`src/rtl/tmr_pkg.sv`:
```
package tmr_pkg;
    typedef enum logic {
        LK_OPEN   = 1'b0,
        LK_SEALED = 1'b1
    } lock_state_e;

    localparam int BIT_OVF_EN  = 7;
    localparam int BIT_RTI_EN  = 6;
    localparam int BIT_PACC_EN = 5;
    localparam int BIT_EDGE_EN = 4;
    localparam int DIV_W       = 2;
endpackage

```
`src/rtl/tmr_lock_fsm.sv`:
```
module tmr_lock_fsm
    import tmr_pkg::*;
#(
    parameter int WINDOW = 64
) (
    input  logic clk,
    input  logic rst_n,
    input  logic special_mode,
    input  logic wr_req,
    output logic wr_grant,
    output logic sealed
);
    localparam int CW = $clog2(WINDOW);
    localparam logic [CW-1:0] LAST = CW'(WINDOW - 1);

    lock_state_e state_q, state_d;
    logic [CW-1:0] win_cnt;

    always_ff @(posedge clk or negedge rst_n) begin
        if (!rst_n) state_q <= LK_OPEN;
        else        state_q <= state_d;
    end

    always_ff @(posedge clk or negedge rst_n) begin
        if (!rst_n)                  win_cnt <= '0;
        else if (state_q == LK_OPEN) win_cnt <= win_cnt + 1'b1;
    end

    always_comb begin
        state_d = state_q;
        unique case (state_q)
            LK_OPEN: begin
                if ((wr_req && !special_mode) || win_cnt == LAST)
                    state_d = LK_SEALED;
            end
            LK_SEALED: state_d = LK_SEALED;
        endcase
    end

    always_comb begin
        wr_grant = 1'b0;
        sealed   = 1'b0;
        unique case (state_q)
            LK_OPEN:   wr_grant = wr_req;
            LK_SEALED: begin
                sealed   = 1'b1;
                wr_grant = wr_req && special_mode;
            end
        endcase
    end

    // once sealed, only a reset reopens the lock
    a_r4_stay_sealed: assert property (@(posedge clk) disable iff (!rst_n)
        state_q == LK_SEALED |=> state_q == LK_SEALED);
    // the window closes after its last cycle
    a_r3_window_end: assert property (@(posedge clk) disable iff (!rst_n)
        (state_q == LK_OPEN && win_cnt == LAST) |=> state_q == LK_SEALED);
    // a special-mode write does not seal the lock
    a_r5_special_keeps_open: assert property (@(posedge clk) disable iff (!rst_n)
        (state_q == LK_OPEN && special_mode && win_cnt != LAST) |=> state_q == LK_OPEN);
endmodule

```
`src/rtl/tmr_prescaler.sv`:
```
module tmr_prescaler
    import tmr_pkg::*;
#(
    parameter int PSC_W = 4
) (
    input  logic             clk,
    input  logic             rst_n,
    input  logic [DIV_W-1:0] div_sel,
    output logic             tick
);
    logic [PSC_W-1:0] psc;

    always_ff @(posedge clk or negedge rst_n) begin
        if (!rst_n) psc <= '0;
        else        psc <= psc + 1'b1;
    end

    always_comb begin
        unique case (div_sel)
            2'b00: tick = 1'b1;
            2'b01: tick = &psc[1:0];
            2'b10: tick = &psc[2:0];
            2'b11: tick = &psc[3:0];
        endcase
    end
endmodule

```
`src/rtl/tmr_count.sv`:
```
module tmr_count #(
    parameter int CNT_W = 16
) (
    input  logic             clk,
    input  logic             rst_n,
    input  logic             tick,
    input  logic             clr,
    output logic [CNT_W-1:0] count,
    output logic             flag
);
    logic wrap;
    assign wrap = tick && (&count);

    always_ff @(posedge clk or negedge rst_n) begin
        if (!rst_n)    count <= '0;
        else if (tick) count <= count + 1'b1;
    end

    always_ff @(posedge clk or negedge rst_n) begin
        if (!rst_n)    flag <= 1'b0;
        else if (wrap) flag <= 1'b1;
        else if (clr)  flag <= 1'b0;
    end

    // the counter holds between prescaler ticks
    a_r6_hold: assert property (@(posedge clk) disable iff (!rst_n)
        !tick |=> $stable(count));
    // a wrap always raises the flag
    a_r7_wrap_flag: assert property (@(posedge clk) disable iff (!rst_n)
        wrap |=> (flag && count == '0));
endmodule

```
`src/rtl/pst_timer.sv`:
```
module pst_timer
    import tmr_pkg::*;
#(
    parameter int CNT_W  = 16,
    parameter int WINDOW = 64
) (
    input  logic             clk,
    input  logic             rst_n,
    input  logic             special_mode,
    input  logic             reg_sel,
    input  logic             reg_we,
    input  logic [7:0]       reg_wdata,
    output logic [7:0]       reg_rdata,
    input  logic             ovf_clr,
    output logic [CNT_W-1:0] count,
    output logic             ovf_flag,
    output logic             ovf_irq,
    output logic             rti_en,
    output logic             pacc_ovf_en,
    output logic             edge_en
);
    logic             wr_req, div_grant, sealed, tick;
    logic [3:0]       en_q;
    logic [DIV_W-1:0] div_q;

    assign wr_req = reg_sel && reg_we;

    tmr_lock_fsm #(.WINDOW(WINDOW)) u_lock (
        .clk(clk), .rst_n(rst_n), .special_mode(special_mode),
        .wr_req(wr_req), .wr_grant(div_grant), .sealed(sealed)
    );

    always_ff @(posedge clk or negedge rst_n) begin
        if (!rst_n) begin
            en_q  <= '0;
            div_q <= '0;
        end else begin
            if (wr_req)    en_q  <= reg_wdata[7:4];
            if (div_grant) div_q <= reg_wdata[DIV_W-1:0];
        end
    end

    tmr_prescaler #(.PSC_W(4)) u_psc (
        .clk(clk), .rst_n(rst_n), .div_sel(div_q), .tick(tick)
    );

    tmr_count #(.CNT_W(CNT_W)) u_cnt (
        .clk(clk), .rst_n(rst_n), .tick(tick), .clr(ovf_clr),
        .count(count), .flag(ovf_flag)
    );

    assign reg_rdata   = {en_q, 2'b00, div_q};
    assign ovf_irq     = ovf_flag && reg_rdata[BIT_OVF_EN];
    assign rti_en      = reg_rdata[BIT_RTI_EN];
    assign pacc_ovf_en = reg_rdata[BIT_PACC_EN];
    assign edge_en     = reg_rdata[BIT_EDGE_EN];

    // a sealed divider in normal mode never changes
    a_r4_div_frozen: assert property (@(posedge clk) disable iff (!rst_n)
        (sealed && !special_mode) |=> $stable(div_q));
    // the upper enable bits follow every write
    a_r2_enables_load: assert property (@(posedge clk) disable iff (!rst_n)
        wr_req |=> en_q == $past(reg_wdata[7:4]));
endmodule

```
`config.mk`:
```
export PLATFORM = sky130hd
export DESIGN_NAME = pst_timer
export DESIGN_NICKNAME = d
export VERILOG_FILES = /design/src/rtl/tmr_pkg.sv /design/src/rtl/tmr_lock_fsm.sv /design/src/rtl/tmr_prescaler.sv /design/src/rtl/tmr_count.sv /design/src/rtl/pst_timer.sv
export SDC_FILE = /design/constraint.sdc
export NUM_CORES = 1
export LEC_CHECK = 0
export BUFFER_PORTS_ARGS = -buffer_cell sky130_fd_sc_hd__buf_2
export CORE_MARGIN = 5
export CORE_UTILIZATION = 35
export CTS_BUF_LIST = sky130_fd_sc_hd__clkbuf_8 sky130_fd_sc_hd__clkbuf_16
export CTS_CLUSTER_SIZE = 10
export DETAILED_ROUTE_END_ITERATION = 12
export GPL_TIMING_DRIVEN = 0
export HOLD_SLACK_MARGIN = 0.03
export PLACE_DENSITY = 0.56
export RECOVER_POWER = 25
export SETUP_SLACK_MARGIN = 0.3
export SKIP_CTS_REPAIR_TIMING = 1
export SLEW_MARGIN = 20
export SYNTH_ARGS = -nofsm -noshare
export SYNTH_HDL_FRONTEND = slang
export SYNTH_HIERARCHICAL = 1
export SYNTH_SLANG_ARGS = --single-unit
```
`constraint.sdc`:
```
create_clock -name clk -period 6.2 [get_ports clk]
set_clock_uncertainty 0.1 [all_clocks]
set_input_delay 1.24 -clock clk [delete_from_list [all_inputs] [get_ports clk]]
set_output_delay 1.24 -clock clk [all_outputs]
set_load 0.02 [all_outputs]
```
==> out/metrics.csv, run 1 <==
metric,value,unit
Antenna diodes,0,
worst setup margin,3638,ps
CP Launch Type,flip-flop,
vias in the first global route,1076,
Worst path max stage delay,600,ps
Worst R2R Setup Slack,3640,ps
Crit Path Class,reg2reg,
PD cells,318.3,mW/mm2
TritonCTS clock tree,done,
Ports,43,
number of synthesized register bits,34,
H-tree levels,2,
"Setup violations, final",0,
Slew HR,-16.23,%
Die ar.,0.005700,mm2
initial DRC count,61,
"most common cell after layout, fill and taps aside",buf_2,
CP Data Arrival Time,2630,ps
DRC violations left,0,
worst hold path class,reg2reg,
Filler Cells Inserted,393,
Period minus WS final,2562,ps
Post-Synthesis Cells,121,
Tot GR Track Use,11.03,%
sequential area share after synthesis,56.67,%
CP cell instances,"ha_1, ha_1, nand2b_1, a32oi_1, nand3_1, or4_4, xnor2_1",
Reg2Reg Capture Point,u_cnt/count[12],
worst-path fanout max,6,
worst skew pair latency,280,ps
DPL Wire Length,2206,um
share of cells above drive strength 1,33.33,%
Min Hold Slack,359.7,ps
post-synth cell types,26,
# clock sinks,34,
CP Capture Type,flip-flop,
final count of hold timing violations,0,
most frequent cells in the layout,"buf_2 (37), dfrtp_1 (34), xor2_1 (11)",
largest net degree at the start of global routing,35,
Die Wd,75.50,um
dpl ws,3648,ps
Peak Freq,390.3,MHz
Max rail drop VDD,0.1843,mV
Slew @ Worst Pin,1743,ps
Worst EP required,6260,ps
Yosys warning total,6,
Sum Neg Setup Slack,0,ps
initial antenna violation count,0,
Vias,1051,
core area,0.004086,mm2
"slowest stage cell, crit path",or4_4,
CTS max path bufs,2,
Die H,75.50,um
Max-Cap Viols,1,
TritonCTS buffer count,5,
crit path launch,u_psc/psc[0],
final net count,185,
routability cong.,0.7487,
WL/cell,13.44,um
Tot Pwr,583.8,uW
Avg Inst Size Synth,12.41,um2
CP Capture Point,u_cnt/count[12],
final antenna-violating net count,0,
first drt pass iteration count,4,
reg2reg path depth,7,
effective utilization at floorplan,36.74,%
vias per inst,4.821,
RSZ-0062 raised after global routing,false,
gr ovfl total,0,
Mapped Area,0.001501,mm2
max-slew violation count,35,
PortBufs,38,
status,"finished, violations left",
drt total wl,2930,um
Pleak,0.9543,nW
synthesis-to-layout area growth,22.17,%
Final period util,41.32,%
register area,850.8,um2
row cnt,23,
most frequent CP cell,ha_1,
area of the multi-input gates,576.8,um2
"CTS clk-pin slew, worst paths",70,ps
first-pass GRT wire length,4719,um
failing checks,"capacitance limit, slew limit",
Crit Reg-Reg Startpoint,u_psc/psc[0],
root buf cell,clkbuf_8,
==> synth_stat cells <==
library cell  number  area (um2)
nand2b_1           2       12.51
nor2_1             4       15.01
conb_1             1       3.750
nand2_2            1       6.260
xor2_1            11       96.34
o22ai_1            1       6.260
o21ai_0            1       5.000
and4b_1            1       10.01
and2_1             1       6.260
buf_4              5       37.54
ha_1               4       50.05
or4_4              1       11.26
a21oi_1            1       5.000
nand4_1            5       31.28
dfrtp_1           34       850.8
a21boi_0           1       7.510
inv_1              7       26.28
mux2_4             4       60.06
nor4_1             3       18.77
nor3_1             4       20.02
nand2_1            5       18.77
nand3_1            8       40.04
a32oi_1            1       8.760
mux2_2             4       45.04
xnor2_1           10       87.58
nand4_4            1       21.27
==> sequential cells by signal (all words and copies together), names as in the netlist <==
| signal | count |
|---|---|
| u_cnt/count | 16 |
| u_lock/state_q | 1 |
| u_cnt/flag | 1 |
| div_q | 2 |
| u_psc/psc | 4 |
| en_q | 4 |
| u_lock/win_cnt | 6 |
==> worst min path at each step <==
| stage | start | end | slack [ps] | depth (start not counted) |
|---|---|---|---|---|
| 2_1_floorplan | u_psc/psc[0] | u_psc/psc[0] | 320 | 1 |
| 3_3_place_gp | u_psc/psc[0] | u_psc/psc[0] | 330 | 1 |
| 3_5_place_dp | u_psc/psc[0] | u_psc/psc[0] | 360 | 1 |
| 4_1_cts | u_psc/psc[0] | u_psc/psc[0] | 370 | 1 |
| 5_1_grt | u_psc/psc[0] | u_psc/psc[0] | 390 | 1 |
| 6_report | u_psc/psc[0] | u_psc/psc[0] | 360 | 1 |
==> worst max-delay path: cells and delay by family (launching register included) <==
family | cells | cell delay, ps
AND/OR/NAND/NOR | 3 | 980
AO/OA/AOI/OAI | 1 | 510
XOR/XNOR | 1 | 140
flip-flops | 1 | 370
adder cells (fa/ha/maj) | 2 | 330
==> cell families (layout without fill, tap and decap cells) <==
group           Yosys count  in the layout  synth area share, %
flops                    34             34                56.67
other cells               1              2               0.2498
simple gates             36             36                14.08
xor+xnor                 21             21                12.25
compound gates            5              5                2.167
mux                       8              8                7.000
buf+inv                  12             58                4.251
fa+ha+maj                 4              4                3.333
==> final cells by class <==
class / count / area share (%)
Buffer: 5 / 2.046
Clock buffer: 6 / 4.502
Clock inverter: 2 / 0.4775
Inverter: 7 / 1.432
Multi-Input combinational cell: 76 / 31.45
Sequential cell: 34 / 46.38
Tap cell: 50 / 3.411
Timing Repair Buffer: 38 / 10.30
==> through the flow <==
step / util, % / instances / cell area [um2]
2_1_floorplan: - / 122 / 1505
3_5_place_dp: 43.02 / 210 / 1758
4_1_cts: 45.25 / 218 / 1849
5_1_grt: 44.89 / 218 / 1834
3_3_place_gp: 43.02 / 210 / 1758
6_report: 44.89 / 218 / 1834
==> report_power, final <==
| group | internal [mW] | switching [mW] | leakage, nW | total [mW] |
|---|---|---|---|---|
| sequential | 0.250 | 0.0387 | 0.441 | 0.289 |
| combinational | 0.0539 | 0.0783 | 0.461 | 0.132 |
| clock | 0.0878 | 0.0750 | 0.0524 | 0.163 |
==> per-layer routing <==
metal	share of wire (%)	track usage, %
met3	7.7	3.034
met4	2.1	5.243
met2	52	20.23
met1	39	11.57
met5	0	0
Power figures use the tool's default switching activity.
==> run 2: changes to the inputs <==
--- a/config.mk
+++ b/config.mk
@@ -13,7 +13,7 @@
 export DETAILED_ROUTE_END_ITERATION = 12
 export GPL_TIMING_DRIVEN = 0
 export HOLD_SLACK_MARGIN = 0.03
-export PLACE_DENSITY = 0.56
+export PLACE_DENSITY = 0.58
 export RECOVER_POWER = 25
 export SETUP_SLACK_MARGIN = 0.3
 export SKIP_CTS_REPAIR_TIMING = 1
==> constraint.sdc (replaced) <==
create_clock -name clk -period 2.1 [get_ports clk]
set_clock_uncertainty 0.1 [all_clocks]
set_input_delay 0.42 -clock clk [delete_from_list [all_inputs] [get_ports clk]]
set_output_delay 0.42 -clock clk [all_outputs]
set_load 0.02 [all_outputs]
==> run 2 against run 1 <==
Net effect: the run now ends clean; hold slack worse by 250 ps; worst setup slack worse by 3600 ps; core utilization up 4.2 points; combinational power rose to 3.6 times the previous value; final cell count up 3.2%; register-to-register slack worse by 3600 ps; critical path type unchanged.
==> out/metrics.csv, run 2 (same netlist as run 1, synthesis figures left out) <==
metric,value,unit,change
most frequent CP cell,ha_4,,was ha_1
TritonCTS buffer count,5,,unchanged
Slew @ Worst Pin,751.2,ps,was 1743 ps
vias per inst,4.707,,was 4.821
Worst R2R Setup Slack,6,ps,was 3640 ps
max-slew violation count,0,,was 35
Vias,1059,,"was 1,051"
Crit Reg-Reg Startpoint,u_psc/psc[1],,was u_psc/psc[0]
initial antenna violation count,0,,unchanged
number of standard cells in the final layout excluding fillers,225,,was 218
Final period util,99.74,%,was 41.32%
CP Capture Type,flip-flop,,unchanged
CP Data Arrival Time,2150,ps,was 2630 ps
synthesis-to-layout area growth,33.58,%,was 22.17%
Ports,43,,unchanged
Worst path max stage delay,580,ps,was 600 ps
DPL Wire Length,2058,um,was 2206 um
largest net degree at the start of global routing,35,,unchanged
Die Wd,75.50,um,unchanged
Metal-1 WL,1198,um,was 1131 um
Antenna diodes,0,,unchanged
effective utilization at floorplan,36.74,%,unchanged
top routing layer used,met4,,unchanged
# clock sinks,34,,unchanged
Die ar.,0.005700,mm2,unchanged
top flop regs,"u_cnt/count (16), u_lock/win_cnt (6)",,unchanged
CP cell instances,"ha_4, ha_4, nand2b_4, a32oi_4, nand3_4, or4_4, xnor2_1",,"was ha_1, ha_1, nand2b_1, a32oi_1, nand3_1, or4_4, xnor2_1"
row cnt,23,,unchanged
routability cong.,0.6639,,was 0.7487
Slew HR,49.92,%,was -16.23%
root buf cell,clkbuf_8,,unchanged
worst skew pair latency,270,ps,was 280 ps
status,"complete, no violations",,"was finished, violations left"
worst hold path class,in2async,,was reg2reg
CTS max path bufs,2,,unchanged
initial DRC count,81,,was 61
vias in the first global route,1030,,"was 1,076"
first-pass GRT wire length,4761,um,was 4719 um
reg2reg path depth,7,,unchanged
"Setup violations, final",0,,unchanged
Pleak,1.019,nW,was 0.9543 nW
RSZ-0062 raised after global routing,true,,was false
share of cells above drive strength 1,45.14,%,was 33.33%
Max rail drop VDD,0.5624,mV,was 0.1843 mV
DRC violations left,0,,unchanged
register area,850.8,um2,unchanged
"most common cell after layout, fill and taps aside",buf_2,,unchanged
Peak Freq,477.4,MHz,was 390.3 MHz
final antenna-violating net count,0,,unchanged
drt total wl,2987,um,was 2930 um
WL/cell,13.28,um,was 13.44 um
max FFs per register,16,,unchanged
Filler Cells Inserted,386,,was 393
final net count,193,,was 185
TritonCTS clock tree,done,,unchanged
final count of hold timing violations,0,,unchanged
Tot GR Track Use,11.20,%,was 11.03%
"CTS clk-pin slew, worst paths",60,ps,was 70 ps
core area,0.004086,mm2,unchanged
PD cells,883.6,mW/mm2,was 318.3 mW/mm2
first drt pass iteration count,4,,unchanged
Reg2Reg Capture Point,u_cnt/count[12],,unchanged
gr ovfl total,0,,unchanged
Worst EP required,2160,ps,was 6260 ps
Tot Pwr,1.772,mW,was 583.8 uW
"Most flops, register",u_cnt/count,,unchanged
area of the multi-input gates,694.4,um2,was 576.8 um2
"slowest stage cell, crit path",or4_4,,unchanged
Period minus WS final,2094,ps,was 2562 ps
Die H,75.50,um,unchanged
worst-path fanout max,5,,was 6
PortBufs,38,,unchanged
Routed met2 length,1572,um,was 1509 um
metal3 WL,166,um,was 227 um
H-tree levels,2,,unchanged
dpl cells,210,,unchanged
most frequent cells in the layout,"buf_2 (38), dfrtp_1 (34), buf_4 (11), xor2_1 (11)",,"was buf_2 (37), dfrtp_1 (34), xor2_1 (11)"
Max-Cap Viols,0,,was 1
CP Launch Type,flip-flop,,unchanged
Crit Path Class,reg2reg,,unchanged
-- run 2: changes by cell type in the layout (fill, tap and decap cells not counted), moves of 2 or more --
| cell | delta |
|---|---|
| ha_1 | -2 |
| mux2_4 | +3 |
| buf_4 | +6 |
| nor2_1 | -2 |
| nor3_2 | +2 |
| nor3_1 | -2 |
| mux2_1 | -3 |
| ha_4 | +2 |
| buf_6 | +2 |
-- run 2: worst max path at each step --
stage | start | endpoint | slack (ps)
global route | u_psc/psc[0] | u_cnt/count[12] | -80
finish | u_psc/psc[1] | u_cnt/count[12] | 6
detailed placement | u_psc/psc[0] | u_cnt/count[13] | -280
floorplan | u_psc/psc[0] | u_cnt/count[12] | 30
global placement | u_psc/psc[0] | u_cnt/count[13] | -230
CTS | u_psc/psc[0] | u_cnt/count[13] | -310
-- run 2: cell type report --
type                    instances  area share [%]
multi-input cells              76           34.62
well taps                      50           3.119
plain buffers                   5           1.871
flip-flops and latches         34           42.42
inverters                       7           1.310
repair buffers                 46           12.85
clock inverters                 2          0.3743
clock buffers                   5           3.431
-- run 2: where the power goes --
group	internal (mW)	switching, mW	total, mW
clock network	0.218	0.215	0.433
registers	0.738	0.125	0.863
logic	0.217	0.259	0.476
total	1.17	0.599	1.77
-- run 2: critical path: cells and delay by family (launching register included) --
kind,cells,cell delay (ps)
AND/OR/NAND/NOR,3,780
flip-flops,1,410
AO/OA/AOI/OAI,1,260
adder cells (fa/ha/maj),2,300
XOR/XNOR,1,140
-- run 2: stage by stage --
stage               setup TNS (ps)  setup WS [ps]  util (%)  area (um2)  hold WS, ps
floorplan                        0          28.17         -        1534        24.41
global placement            -669.7         -233.3     43.72        1787        342.1
detailed placement           -1150         -280.7     43.72        1787        357.5
CTS                          -1342         -306.0     45.59        1863        133.5
global route                -236.9         -77.49     49.08        2006        178.4
finish                           0          5.512     49.08        2006        107.8
-- run 2: metal layers --
layer / vias to the layer above / global-route usage [%]
li1: 513 / -
met1: 517 / 14.48
met2: 25 / 16.78
met3: 4 / 3.166
met4: 0 / 6.408
met5: - / 0
==> run 3: changes to the inputs <==
--- a/config.mk
+++ b/config.mk
@@ -11,7 +11,6 @@
 export CTS_BUF_LIST = sky130_fd_sc_hd__clkbuf_8 sky130_fd_sc_hd__clkbuf_16
 export CTS_CLUSTER_SIZE = 10
 export DETAILED_ROUTE_END_ITERATION = 12
-export GPL_TIMING_DRIVEN = 0
 export HOLD_SLACK_MARGIN = 0.03
 export PLACE_DENSITY = 0.58
 export RECOVER_POWER = 25
==> run 3 against run 2 <==
Net effect: wire length rose by 2.8%; sequential power barely moved; die area did not move; via count fell by 3.4%; first-iteration DRC count fell by 26%; worst setup slack improved by 10 ps; non-clock buffer count fell by 5; total power rose by 1.9%; fmax rose by 0.49%; design area barely moved; combinational power fell by 4.2%; largest cell class unchanged; largest power group unchanged.
==> out/metrics.csv, run 3 (same netlist as run 1, synthesis figures left out) <==
metric,value,unit,change
max-slew violation count,0,,unchanged
internal power,1.197,mW,was 1.173 mW
share of cells above drive strength 1,45.61,%,was 45.14%
Worst EP required,2170,ps,was 2160 ps
Crit Reg-Reg Startpoint,u_psc/psc[0],,was u_psc/psc[1]
H-tree levels,2,,unchanged
CP Data Arrival Time,2150,ps,about the same
core area,0.004086,mm2,unchanged
most frequent CP cell,ha_4,,unchanged
crit path launch,u_psc/psc[0],,was u_psc/psc[1]
Crit Path Class,reg2reg,,unchanged
Die H,75.50,um,unchanged
CP cell instances,"ha_4, ha_4, nand2b_4, a32oi_4, nand3_2, or4_4, xnor2_2",,"was ha_4, ha_4, nand2b_4, a32oi_4, nand3_4, or4_4, xnor2_1"
Worst path max stage delay,580,ps,about the same
Sum Neg Setup Slack,0,ps,unchanged
Logic pwr share,25.3,%,was 26.8%
# clock sinks,34,,unchanged
largest net degree at the start of global routing,35,,unchanged
CP Launch Type,flip-flop,,unchanged
"most common cell after layout, fill and taps aside",buf_2,,unchanged
vias in the first global route,1032,,"was 1,030"
Slew @ Worst Pin,742.5,ps,was 751.2 ps
worst skew pair latency,280,ps,was 270 ps
Final period util,99.26,%,was 99.74%
gr ovfl total,0,,unchanged
Routed met2 length,1535,um,was 1572 um
sequential power share,47.9,%,was 48.7%
worst hold path class,in2async,,unchanged
CTS max path bufs,2,,unchanged
Period minus WS final,2084,ps,was 2094 ps
Buf/Inv on CP,0,,unchanged
row cnt,23,,unchanged
WL/cell,13.90,um,was 13.28 um
synthesis-to-layout area growth,33.67,%,was 33.58%
routability cong.,0.7180,,was 0.6639
"slowest stage cell, crit path",or4_4,,unchanged
Max-Cap Viols,0,,unchanged
RSZ-0062 raised after global routing,true,,unchanged
final antenna-violating net count,0,,unchanged
Clk pwr share,26.8,%,was 24.4%
Reg2Reg Capture Point,u_cnt/count[12],,unchanged
Metal-1 WL,1267,um,was 1198 um
cell count along the critical path,7,,unchanged
initial DRC count,60,,was 81
"Setup violations, final",0,,unchanged
PortBufs,38,,unchanged
Pleak,1.025,nW,was 1.019 nW
Placement Cell Area,0.001772,mm2,was 0.001787 mm2
first-pass GRT wire length,4823,um,was 4761 um
vias per inst,4.629,,was 4.707
DRC violations left,0,,unchanged
final net count,188,,was 193
Ports,43,,unchanged
Antenna diodes,0,,unchanged
Tot GR Track Use,11.53,%,was 11.20%
Peak Freq,479.8,MHz,was 477.4 MHz
Die Wd,75.50,um,unchanged
worst-path fanout max,3,,was 5
first drt pass iteration count,4,,unchanged
status,"complete, no violations",,unchanged
"Most flops, register",u_cnt/count,,unchanged
Max rail drop VDD,0.6622,mV,was 0.5624 mV
effective utilization at floorplan,36.74,%,unchanged
"CTS clk-pin slew, worst paths",70,ps,was 60 ps
NetSw,608.5,uW,was 599.4 uW
max FFs per register,16,,unchanged
drt total wl,3071,um,was 2987 um
initial antenna violation count,0,,unchanged
root buf cell,clkbuf_8,,unchanged
TritonCTS buffer count,5,,unchanged
switch share,33.70,%,was 33.82%
Die ar.,0.005700,mm2,unchanged
CP Capture Point,u_cnt/count[12],,unchanged
TritonCTS clock tree,done,,unchanged
top routing layer used,met4,,unchanged
top flop regs,"u_cnt/count (16), u_lock/win_cnt (6)",,unchanged
CP Capture Type,flip-flop,,unchanged
DPL Wire Length,2176,um,was 2058 um
final count of hold timing violations,0,,unchanged
cell family with the largest share of critical-path delay,simple AND/OR/NAND/NOR gates,,unchanged
Slew HR,50.50,%,was 49.92%
design area,0.002007,mm2,was 0.002006 mm2
Worst R2R Setup Slack,20,ps,was 6 ps
PD cells,899.6,mW/mm2,was 883.6 mW/mm2
metal3 WL,188,um,was 166 um
Vias,1023,,"was 1,059"
reg2reg path depth,7,,unchanged
most frequent cells in the layout,"buf_2 (38), dfrtp_1 (34), xor2_1 (11)",,"was buf_2 (38), dfrtp_1 (34), buf_4 (11), xor2_1 (11)"
==> run 3: worst register-to-register path, stage by stage (launching register included) <==
cell,delay (ps)
dfrtp_1,400
ha_4,170
ha_4,130
nand2b_4,50
a32oi_4,250
nand3_2,140
or4_4,580
xnor2_2,150
==> run 3: worst min-delay path by stage <==
stage / cells after the start / slack (ps) / to / start
floorplan: 0 / 20 / div_q[0] / rst_n
global placement: 1 / 340 / u_psc/psc[0] / u_psc/psc[0]
detailed placement: 1 / 350 / u_psc/psc[0] / u_psc/psc[0]
CTS: 1 / 120 / u_cnt/count[6] / rst_n
global route: 1 / 170 / u_cnt/count[6] / rst_n
finish: 1 / 100 / div_q[1] / rst_n
==> run 3: final cells by class <==
cell class                 count  area (um2)
inverter                       7       26.28
timing repair buffer          46       261.5
clock buffer                   6       82.58
fill                         389        2079
sequential                    34       850.8
multi-input combinational     76       714.4
tap                           50       62.56
clock inverter                 2       8.758
==> run 3: per-stage QoR <==
stage          hold WS, ps  utilization, %  cells  total power, mW  setup WS, ps
2_1_floorplan        24.41               -    122            1.121         28.17
3_3_place_gp         337.0           43.36    208            1.263         107.4
3_5_place_dp         347.0           43.36    208            1.283         87.22
4_1_cts              123.9           45.59    216            1.779         80.87
5_1_grt              169.5           49.11    221            1.899        -42.93
6_report             101.0           49.11    221            1.806         15.64
==> run 3: power groups by stage <==
stage          registers (mW)  logic (mW)  clock network [mW]
4_1_cts                 0.859       0.414               0.505
5_1_grt                 0.879       0.497               0.523
2_1_floorplan           0.955       0.167                   0
3_3_place_gp            0.860       0.404                   0
6_report                0.865       0.456               0.485
3_5_place_dp            0.872       0.412                   0
==> run 3: layer usage <==
metal / up-vias / global-route usage, %
met5: - / 0
met4: 0 / 5.825
met3: 7 / 4.485
met2: 30 / 18.98
met1: 486 / 12.98
li1: 500 / -
